--- config.mk ---
export PLATFORM = sky130hd
export DESIGN_NAME = slice_regfile
export DESIGN_NICKNAME = d
export VERILOG_FILES = /design/src/rtl/slice_rf_pkg.sv /design/src/rtl/rf_port_decode.sv /design/src/rtl/rf_read_view.sv /design/src/rtl/rf_slot.sv /design/src/rtl/slice_regfile.sv
export SDC_FILE = /design/constraint.sdc
export NUM_CORES = 2
export LEC_CHECK = 0
export BUFFER_PORTS_ARGS = -buffer_cell sky130_fd_sc_hd__buf_2
export CELL_PAD_IN_SITES_DETAIL_PLACEMENT = 0
export CELL_PAD_IN_SITES_GLOBAL_PLACEMENT = 2
export CORE_MARGIN = 1
export CORE_UTILIZATION = 25
export DETAILED_ROUTE_END_ITERATION = 16
export HOLD_SLACK_MARGIN = 0.02
export PLACE_DENSITY = 0.6
export SETUP_SLACK_MARGIN = 0.2
export SLEW_MARGIN = 20
export SYNTH_ARGS = -nofsm -noshare
export SYNTH_HDL_FRONTEND = slang
export SYNTH_SLANG_ARGS = --single-unit
--- constraint.sdc ---
create_clock -name clk -period 6.22 [get_ports clk]
set_input_delay 1.244 -clock clk [delete_from_list [all_inputs] [get_ports clk]]
set_output_delay 1.244 -clock clk [all_outputs]
set_load 0.01 [all_outputs]
--- src/rtl/slice_rf_pkg.sv ---
package slice_rf_pkg;

    localparam int unsigned BYTE_W = 8;
    localparam int unsigned HALF_W = 16;
    localparam int unsigned WORD_W = 32;

    // Port width code
    typedef enum logic [1:0] {
        WID_8  = 2'd0,
        WID_16 = 2'd1,
        WID_32 = 2'd2,
        WID_64 = 2'd3
    } wid_e;

    // Decoded view of one access
    typedef enum logic [2:0] {
        ACC_LO8 = 3'd0,
        ACC_HI8 = 3'd1,
        ACC_16  = 3'd2,
        ACC_32  = 3'd3,
        ACC_64  = 3'd4
    } acc_e;

    // Merge request to a slot
    typedef enum logic [1:0] {
        MRG_NONE = 2'd0,
        MRG_HALF = 2'd1,
        MRG_FULL = 2'd2
    } mrg_e;

endpackage

--- src/rtl/rf_port_decode.sv ---
module rf_port_decode
    import slice_rf_pkg::*;
#(
    parameter int unsigned SEL_W = 3
) (
    input  logic [SEL_W-1:0] sel,
    input  logic [1:0]       wid,
    output logic [SEL_W-1:0] idx,
    output acc_e             acc
);

    always_comb begin
        idx = sel;
        acc = ACC_64;
        case (wid_e'(wid))
            WID_8: begin
                // top selector bit picks the second byte of the lower half
                idx = {1'b0, sel[SEL_W-2:0]};
                acc = sel[SEL_W-1] ? ACC_HI8 : ACC_LO8;
            end
            WID_16:  acc = ACC_16;
            WID_32:  acc = ACC_32;
            default: acc = ACC_64;
        endcase
    end

endmodule

--- src/rtl/rf_read_view.sv ---
module rf_read_view
    import slice_rf_pkg::*;
#(
    parameter int unsigned DATA_W = 64
) (
    input  acc_e              acc,
    input  logic [BYTE_W-1:0] lo,
    input  logic [BYTE_W-1:0] hi,
    input  logic [HALF_W-1:0] half,
    input  logic [DATA_W-1:0] wide,
    input  logic              lo_pend,
    input  logic              hi_pend,
    input  logic              half_pend,
    output logic              need_merge,
    output mrg_e              kind,
    output logic [DATA_W-1:0] data
);

    logic byte_stale;

    always_comb begin
        byte_stale = lo_pend | hi_pend;
        need_merge = 1'b0;
        kind       = MRG_NONE;
        data       = '0;
        case (acc)
            ACC_LO8: data[BYTE_W-1:0] = lo;
            ACC_HI8: data[BYTE_W-1:0] = hi;
            ACC_16: begin
                need_merge        = byte_stale;
                kind              = byte_stale ? MRG_HALF : MRG_NONE;
                data[HALF_W-1:0]  = half;
            end
            ACC_32: begin
                need_merge        = byte_stale | half_pend;
                kind              = need_merge ? MRG_FULL : MRG_NONE;
                data[WORD_W-1:0]  = wide[WORD_W-1:0];
            end
            default: begin
                need_merge = byte_stale | half_pend;
                kind       = need_merge ? MRG_FULL : MRG_NONE;
                data       = wide;
            end
        endcase
    end

endmodule

--- src/rtl/rf_slot.sv ---
module rf_slot
    import slice_rf_pkg::*;
#(
    parameter int unsigned DATA_W = 64
) (
    input  logic              clk,
    input  logic              rst,
    input  logic              wr_hit,
    input  acc_e              wr_acc,
    input  logic [DATA_W-1:0] wr_data,
    input  mrg_e              mrg,
    output logic [BYTE_W-1:0] lo,
    output logic [BYTE_W-1:0] hi,
    output logic [HALF_W-1:0] half,
    output logic [DATA_W-1:0] wide,
    output logic              lo_pend,
    output logic              hi_pend,
    output logic              half_pend
);

    localparam int unsigned UPPER_W = DATA_W - HALF_W;
    localparam int unsigned FILL_W  = DATA_W - WORD_W;

    typedef struct packed {
        logic [DATA_W-1:0] wide;
        logic [HALF_W-1:0] half;
        logic [BYTE_W-1:0] lo;
        logic [BYTE_W-1:0] hi;
        logic              lo_pend;
        logic              hi_pend;
        logic              half_pend;
    } slot_t;

    slot_t             st_q, st_d;
    logic [HALF_W-1:0] fold_half;

    always_comb begin
        // newest 16-bit value with pending bytes folded in
        fold_half = {st_q.hi_pend ? st_q.hi : st_q.half[HALF_W-1:BYTE_W],
                     st_q.lo_pend ? st_q.lo : st_q.half[BYTE_W-1:0]};
        st_d = st_q;

        // merge first; a write in the same cycle lands on top of it
        case (mrg)
            MRG_HALF: begin
                st_d.half      = fold_half;
                st_d.lo_pend   = 1'b0;
                st_d.hi_pend   = 1'b0;
                st_d.half_pend = 1'b1;
            end
            MRG_FULL: begin
                st_d.wide      = {st_q.wide[DATA_W-1:HALF_W], fold_half};
                st_d.half      = fold_half;
                st_d.lo_pend   = 1'b0;
                st_d.hi_pend   = 1'b0;
                st_d.half_pend = 1'b0;
            end
            default: ;
        endcase

        if (wr_hit) begin
            case (wr_acc)
                ACC_LO8: begin
                    st_d.lo      = wr_data[BYTE_W-1:0];
                    st_d.lo_pend = 1'b1;
                end
                ACC_HI8: begin
                    st_d.hi      = wr_data[BYTE_W-1:0];
                    st_d.hi_pend = 1'b1;
                end
                ACC_16: begin
                    st_d.half      = wr_data[HALF_W-1:0];
                    st_d.lo        = wr_data[BYTE_W-1:0];
                    st_d.hi        = wr_data[HALF_W-1:BYTE_W];
                    st_d.lo_pend   = 1'b0;
                    st_d.hi_pend   = 1'b0;
                    st_d.half_pend = 1'b1;
                end
                default: begin
                    if (wr_acc == ACC_32)
                        st_d.wide = {{FILL_W{1'b0}}, wr_data[WORD_W-1:0]};
                    else
                        st_d.wide = wr_data;
                    st_d.half      = wr_data[HALF_W-1:0];
                    st_d.lo        = wr_data[BYTE_W-1:0];
                    st_d.hi        = wr_data[HALF_W-1:BYTE_W];
                    st_d.lo_pend   = 1'b0;
                    st_d.hi_pend   = 1'b0;
                    st_d.half_pend = 1'b0;
                end
            endcase
        end

        if (rst) st_d = '0;
    end

    always_ff @(posedge clk) begin
        st_q <= st_d;
    end

    assign lo        = st_q.lo;
    assign hi        = st_q.hi;
    assign half      = st_q.half;
    assign wide      = st_q.wide;
    assign lo_pend   = st_q.lo_pend;
    assign hi_pend   = st_q.hi_pend;
    assign half_pend = st_q.half_pend;

    // a full-view write leaves nothing pending
    a_r8_wide_write_clears: assert property (@(posedge clk) disable iff (rst)
        (wr_hit && (wr_acc == ACC_32 || wr_acc == ACC_64))
            |=> (!st_q.lo_pend && !st_q.hi_pend && !st_q.half_pend));

    // byte copies agree with the half view unless marked newer
    a_r4_byte_copy_coherent: assert property (@(posedge clk) disable iff (rst)
        (!st_q.lo_pend |-> st_q.lo == st_q.half[BYTE_W-1:0]) and
        (!st_q.hi_pend |-> st_q.hi == st_q.half[HALF_W-1:BYTE_W]));

    // a 16-bit write preserves the upper part of the wide store
    a_r3_half_keeps_upper: assert property (@(posedge clk) disable iff (rst)
        (wr_hit && wr_acc == ACC_16 && mrg == MRG_NONE)
            |=> st_q.wide[DATA_W-1:HALF_W] == $past(st_q.wide[DATA_W-1:HALF_W]));

    // Unused width guard for tiny configurations
    logic unused_upper;
    assign unused_upper = (UPPER_W == 0);

endmodule

--- src/rtl/slice_regfile.sv ---
module slice_regfile
    import slice_rf_pkg::*;
#(
    parameter int unsigned DATA_W = 64,
    parameter int unsigned SEL_W  = 3
) (
    input  logic              clk,
    input  logic              rst,
    input  logic              wr_en,
    input  logic [SEL_W-1:0]  wr_sel,
    input  logic [1:0]        wr_wid,
    input  logic [DATA_W-1:0] wr_data,
    input  logic              rd_req,
    input  logic [SEL_W-1:0]  rd_sel,
    input  logic [1:0]        rd_wid,
    output logic              rd_ready,
    output logic [DATA_W-1:0] rd_data
);

    localparam int unsigned NREG = 1 << SEL_W;

    logic [SEL_W-1:0] wr_idx, rd_idx;
    acc_e             wr_acc, rd_acc;

    logic [BYTE_W-1:0] lo_v   [NREG];
    logic [BYTE_W-1:0] hi_v   [NREG];
    logic [HALF_W-1:0] half_v [NREG];
    logic [DATA_W-1:0] wide_v [NREG];
    logic [NREG-1:0]   lo_p, hi_p, half_p;

    logic  need_merge;
    mrg_e  rd_kind;
    logic [DATA_W-1:0] view_data;

    rf_port_decode #(.SEL_W(SEL_W)) u_wr_dec (
        .sel (wr_sel),
        .wid (wr_wid),
        .idx (wr_idx),
        .acc (wr_acc)
    );

    rf_port_decode #(.SEL_W(SEL_W)) u_rd_dec (
        .sel (rd_sel),
        .wid (rd_wid),
        .idx (rd_idx),
        .acc (rd_acc)
    );

    for (genvar g = 0; g < NREG; g++) begin : g_slot
        logic slot_wr;
        mrg_e slot_mrg;
        assign slot_wr  = wr_en && (wr_idx == SEL_W'(g));
        assign slot_mrg = (rd_req && need_merge && rd_idx == SEL_W'(g))
                          ? rd_kind : MRG_NONE;

        rf_slot #(.DATA_W(DATA_W)) u_slot (
            .clk       (clk),
            .rst       (rst),
            .wr_hit    (slot_wr),
            .wr_acc    (wr_acc),
            .wr_data   (wr_data),
            .mrg       (slot_mrg),
            .lo        (lo_v[g]),
            .hi        (hi_v[g]),
            .half      (half_v[g]),
            .wide      (wide_v[g]),
            .lo_pend   (lo_p[g]),
            .hi_pend   (hi_p[g]),
            .half_pend (half_p[g])
        );
    end

    rf_read_view #(.DATA_W(DATA_W)) u_view (
        .acc        (rd_acc),
        .lo         (lo_v[rd_idx]),
        .hi         (hi_v[rd_idx]),
        .half       (half_v[rd_idx]),
        .wide       (wide_v[rd_idx]),
        .lo_pend    (lo_p[rd_idx]),
        .hi_pend    (hi_p[rd_idx]),
        .half_pend  (half_p[rd_idx]),
        .need_merge (need_merge),
        .kind       (rd_kind),
        .data       (view_data)
    );

    assign rd_ready = !(rd_req && need_merge);
    assign rd_data  = view_data;

    // an idle read port is always ready
    a_r11_idle_ready: assert property (@(posedge clk) disable iff (rst)
        !rd_req |-> rd_ready);

    // byte reads never stall
    a_r4_byte_no_stall: assert property (@(posedge clk) disable iff (rst)
        (rd_req && wid_e'(rd_wid) == WID_8) |-> rd_ready);

    // a merge costs one cycle when the request holds and no write hits it
    a_r7_one_cycle_merge: assert property (@(posedge clk) disable iff (rst)
        (rd_req && !rd_ready && !(wr_en && wr_idx == rd_idx))
            |=> (rd_ready || !rd_req || !$stable(rd_sel) || !$stable(rd_wid)));

    // narrow views come back zero-extended
    a_r1_zero_ext: assert property (@(posedge clk) disable iff (rst)
        (wid_e'(rd_wid) != WID_64) |-> rd_data[DATA_W-1:WORD_W] == '0);

    // the cycle after reset reads zero without a stall
    a_r10_reset_clean: assert property (@(posedge clk)
        ($past(rst) && !rst) |-> (rd_ready && rd_data == '0));

endmodule

# Yosys cells after proc, flatten, opt, wreduce, memory -nomap -nowiden

Cells that the tools add are included.

Register bits after elaboration: 792
Latch bits: 0
RAM bits: 0
Bits in read-only memories: 0
Input bits: 78
Output and inout port bits: 65
Logic and storage cells: 294
Memories: 0

Add/sub/neg operators: 0
$mul: 0
Divide/modulo/power cells: 0
Order comparisons: 2
Equality and inequality tests: 40
Shifts and indexed selects: 0
Mux-type cells: 138
Bitwise logic cells: 5
Reductions and logical operators: 53

Operators with widths:

| cell                                                             | number |
|---|---|
| 99-bit two-way mux                                               | 8 |
| 64-bit two-way mux                                               | 11 |
| 16-bit two-way mux                                               | 27 |
| 8-bit two-way mux                                                | 28 |
| 64-bit binary-select mux with 3-bit select                       | 1 |
| 1-bit one-hot mux with 2 select lines                            | 25 |
| 16-bit binary-select mux with 3-bit select                       | 1 |
| 8-bit binary-select mux with 3-bit select                        | 2 |
| 3-bit one-hot mux with 2 select lines                            | 8 |
| 32-bit two-way mux                                               | 1 |
| 8-bit one-hot mux with 2 select lines                            | 2 |
| 2-bit AND reduction                                              | 16 |
| 3-bit by 2-bit == test with 1-bit output (second input constant) | 8 |
| 3-bit == test (second input constant)                            | 8 |
| 8-bit one-hot mux with 3 select lines                            | 1 |
| 2-bit by 1-bit == test with 1-bit output (second input constant) | 10 |
| 2-bit == test (second input constant)                            | 10 |
| 2-bit OR reduction                                               | 10 |
| 2-bit two-way mux                                                | 9 |
| 3-bit one-hot mux with 3 select lines                            | 2 |
| 1-bit logical AND                                                | 17 |
| 3-bit by 1-bit == test with 1-bit output (second input constant) | 4 |
| 3-bit logical NOT                                                | 4 |
| 1-bit binary-select mux with 3-bit select                        | 3 |
| 12 further kinds                                                 | 22 |

# Logic depth before layout (Yosys ltp)

Word-level depth: 15
Depth in mapped cells: 16
Mapped depth without buffers: 12

# Modules after synthesis

From an unflattened synthesis, not the netlist that was laid out.

Cells, all modules: 4584
Area, all modules: 41228.3 sq um

Modules (own cells, without submodules):

| module         | instances | cells an instance | area each (sq um) |
|---|---|---|---|
| rf_slot        | 8         | 457               | 4220.3 |
| slice_regfile  | 1         | 792               | 6488.7 |
| rf_read_view   | 1         | 118               | 832.0 |
| rf_port_decode | 2         | 9                 | 72.6 |

# Worst setup path after synthesis

No wires, ideal clock.

Kind: input to register
From: in rd_wid[0]
To: reg g_slot[6].u_slot.st_q, in the netlist g_slot[6].u_slot.half[7]
Arrival time: 4.152 ns
Data required time: 6.092 ns
Setup slack: 1.940 ns
Stages on the path: 15
Cells stage by stage: inv_1 -> ha_1 -> nand2b_1 -> buf_2 -> o221ai_1 -> o22ai_2 -> and2_4 -> buf_6 -> or4_4 -> ha_1 -> nand2b_1 -> clkbuf_1 -> mux2_2 -> a21oi_1 -> nor2_1

Cells in the longest elaborated chain, start to end: 15

RTL lines:

| what                                                                             | line                                     | source |
|---|---|---|
| start, declared                                                                  | slice_regfile.sv:15                      | `input logic [1:0] rd_wid,` |
| 2-bit logical NOT                                                                | rf_port_decode.sv:15                     | `case (wid_e'(wid))` |
| 3-bit two-way mux                                                                | rf_port_decode.sv:15                     |  |
| 1-bit binary-select mux with 3-bit select, on equally long branches              | slice_regfile.sv:79, slice_regfile.sv:80 |  |
| 1-bit two-way mux, on equally long branches                                      | slice_regfile.sv:79, slice_regfile.sv:80 |  |
| 1-bit OR                                                                         | rf_read_view.sv:22                       | `byte_stale = lo_pend \| hi_pend;` |
| 1-bit OR                                                                         | rf_read_view.sv:35, rf_read_view.sv:40   |  |
| 1-bit one-hot mux with 2 select lines                                            | rf_read_view.sv:26                       | `case (acc)` |
| 1-bit logical AND (2 in a row)                                                   | slice_regfile.sv:53                      | `assign slot_mrg = (rd_req && need_merge && rd_idx == SEL_W'(g))` |
| 2-bit two-way mux *                                                              | slice_regfile.sv:54                      | `? rd_kind : MRG_NONE;` |
| 2-bit by 1-bit == test with 1-bit output / 2-bit == test (equally long branches) | rf_slot.sv:44                            | `case (mrg)` |
| 2-bit OR reduction (no line) *                                                   | --                                       |  |
| 16-bit two-way mux *                                                             | rf_slot.sv:44                            |  |
| 16-bit two-way mux                                                               | rf_slot.sv:62                            | `case (wr_acc)` |
| 99-bit two-way mux *                                                             | rf_slot.sv:61                            | `if (wr_hit) begin` |
| end signal, assigned                                                             | rf_slot.sv:98                            | `st_q <= st_d;` |
| end, declared                                                                    | rf_slot.sv:34                            | `slot_t st_q, st_d;` |

Every way passes the cells marked *; elsewhere a longest branch is shown, timed or not. The select of a mux whose other input is x is not followed.
A chain may end at the register's enable or synchronous reset.

# Worst setup path after layout

From: in rd_wid[0]
To: out rd_data[1]

Cells in the longest elaborated chain, start to end: 7

RTL lines:

| what                                                                                | line                 | source |
|---|---|---|
| 2-bit logical NOT                                                                   | rf_port_decode.sv:15 |  |
| 3-bit two-way mux                                                                   | rf_port_decode.sv:15 |  |
| 3-bit inverter with 4-bit output (not written as such)                              | --                   |  |
| 64-bit binary-select mux with 3-bit select, or another cell as far along            | slice_regfile.sv:78  | `.wide (wide_v[rd_idx]),` |
| 64-bit two-way mux (not written as such), or another cell as far along (2 in a row) | slice_regfile.sv:78  |  |
| 8-bit one-hot mux with 3 select lines *                                             | rf_read_view.sv:26   |  |
| end, declared                                                                       | slice_regfile.sv:17  | `output logic [DATA_W-1:0] rd_data` |

Marks and branches as above.

==> results.yml <==
clock_tree:
  ctsLongestPathBuffers: 3
  htree_levels: 3
  cts_num_sinks: 792
  cts_tree: "yes"
  clk_latency_ps: 740
  root_buffer: "clkbuf_16"
  cts_buffers: 101
  cts_resized: 0
  hold_buffers: 0
  clk_pin_slew_ps: 60
  postCtsSetupBuffers: 0
pwr:
  combPwrFrac: 0.087
  powerDensity_nw_per_um2: 276.5
  p_seq_frac: 0.434
  intPower_mw: 8.851
  power_frac_clock: 0.479
  p_sw_frac: 0.2719
  p_leak_nw: 14.46
  power.switching_mw: 3.305
  ir_drop_mv: 0.2005
  fin_total_pwr_mw: 12.16
route:
  wl_met1_mm: 75.16
  routed.top_layer: "met5"
  post_drt_wl_per_cell_um: 26.02
  drt_iter0_drc: 2564
  avgViaCountPerCell: 5.129
  ant_nets: 0
  route.met2.wl_mm: 80.48
  route.detailed.drc: 0
  met3_length_mm: 7.064
  firstDrtPassIters: 6
  vias: 33243
  drt_wl_total_mm: 168.6
yosys:
  synthDistinctLibCells: 55
  synth_area_sq_um: 38440
  yosys_register_bits: 792
  yosysWarnings: 0
  post-synth-top-count-cell: "nand2_1"
  synthTopCellsByCount: "1218 x nand2_1, 792 x dfxtp_1, 551 x a21oi_1"
  synth_edf_count: 0
  synth-seq-area-share: 0.4124
  async_flop_share: 0
  yosysTopAreaCellShare: 0.4124
  ys_top_cells_by_area: "dfxtp_1 41%, nand2_1 12%, mux4_2 11%, a21oi_1 7.2%, mux2i_1 7.1%"
  synth_top_area_cell: "dfxtp_1"
  syn_nets: 4577
  ys.flop_type: "dfxtp_1"
  synthCells: 4476
  synth.avg_cell_area_sq_um: 8.588
setup_path:
  path_class: "input pin to primary output"
  slowest_stage: "nor2b_4"
  critical_path.top_delay_family: "multiplexers"
  cp_max_fo: 15
  max_stage_delay_ps: 640
  crit_chain: "buf_2, inv_1, ha_1, nor2b_4, mux4_2, mux2i_1, o211ai_1, o21a_1, buf_2"
  cp.buffers_inverters: 3
  end_kind: "primary output"
  cpMostUsedCell: "buf_2"
  start_kind: "input pin"
  r2r_cells: 10
  crit_required_ps: 4980
  crit_arrival_ps: 4270
  cp_num_cells: 9
timing:
  fmax_ghz: 0.1814
  setup_violations: 0
  layout_min_cycle_time_ps: 5512
  drv_slew: 0
  finalCritPeriodShare: 0.8861
  fin_ws_ps: 708.2
  worst_slew_pin_slew_ps: 1126
  rsz0062_at_grt: "false"
  whs_ps: 448.7
  slew_headroom: 0.2493
  hold_violations: 0
  tns_ps: 0
  finClkSkew_ps: 53.46
global_route:
  antenna_found_initial: 13
  grt_start_max_net_pins: 162
  grt_pass1_vias: 32694
  grt_pass1_wl_mm: 242.5
  grt-ovfl-total: 0
  track_usage: 0.2120
die:
  fp.dieW_um: 394.1
  dieHeight_um: 394.1
  pin_count: 143
  dieArea_sq_um: 155300
  core_area_sq_um: 152300
  initial_core_util: 0.2525
  rows: 143
hold_path:
  hp-class: "flop to flop"
  min_delay_path_depth: 2
final_layout:
  nNetsFinal: 4473
  final_area_sq_um: 43960
  drive_gt1_frac: 0.1437
  fin_cells: 6482
  area_delta_synth_final_pct: 14.35
  utilization: 0.2887
place:
  numPortBuffers: 142
  routabilityCongestion: 0.8245
  dp_slack_ps: 691.1
  placed_cells: 6298
  dpl.hpwl_mm: 103.2
  post_dp_cell_area_sq_um: 40700
flow_run:
  cap_violations: 0
run_status:
  outcome: "finished, final reports clean"
[final timing paths]
check,start,to,slack [ps]
min reg2reg,g_slot[7].u_slot.wide[40],g_slot[7].u_slot.wide[40],450
max reg2reg,g_slot[6].u_slot.lo_pend,g_slot[5].u_slot.half[1],2080
max,rd_wid[0],rd_data[1],710
min,g_slot[7].u_slot.wide[40],g_slot[7].u_slot.wide[40],450
[state kept, by name, indices dropped and copies added, names as in the netlist]
name,flops
g_slot.u_slot.wide,512
g_slot.u_slot.hi_pend,8
g_slot.u_slot.hi,64
g_slot.u_slot.lo,64
g_slot.u_slot.lo_pend,8
g_slot.u_slot.half,128
g_slot.u_slot.half_pend,8
[layout make-up]
class                   count  area [sq um]
well taps                2030          2540
clock buffers             161          2975
inverters                   6         22.52
fillers                 16177        108300
repair buffers            250          1652
multi-input cells        3221         20650
clock inverters            18         254.0
flip-flops and latches    792         15860
diodes                      4         10.01
[kinds of logic (layout without fill, tap and decap cells)]
group           after synthesis  after routing  synth area share
fa+ha+maj                    23             23          0.007486
buf+inv                     463            435           0.05413
flops                       792            792            0.4124
mux                         474            474            0.1868
simple gates               1615           1615            0.1703
other cells                   0              4                 0
compound gates             1109           1109            0.1689
[cell usage in the layout, fill, tap and decap left out, types with 20 or more instances in the layout]
cell type,n
mux4_2,194
a22oi_1,35
mux2i_1,271
a21oi_1,551
nor2b_1,36
a211oi_1,168
nand2b_1,36
nand2_1,1218
dfxtp_1,792
clkbuf_1,40
a21boi_0,33
buf_2,139
buf_4,100
clkbuf_16,103
o22ai_1,80
o21ai_0,153
nor2_1,219
o211ai_1,62
ha_1,20
[metal layers]
layer / GRT usage / vias up
met1: 0.2796 / 16700
li1: - / 15456
met4: 0.07198 / 2
met5: 0 / -
met3: 0.02716 / 253
met2: 0.3548 / 832
[worst min-delay path, stage by stage (launching register included)]
cell and delay, ps:
dfxtp_1 300, nand2_1 50, a21oi_1 50
[power groups by stage]
stage | combinational (mW) | sequential [mW] | clock (mW)
3_3_place_gp | 1.06 | 5.38 | 0
3_5_place_dp | 1.07 | 5.38 | 0
2_1_floorplan | 0.680 | 5.33 | 0
5_1_grt | 1.13 | 5.28 | 6.16
4_1_cts | 1.07 | 5.27 | 5.96
6_report | 1.06 | 5.27 | 5.82
Power figures use the tool's default switching activity.
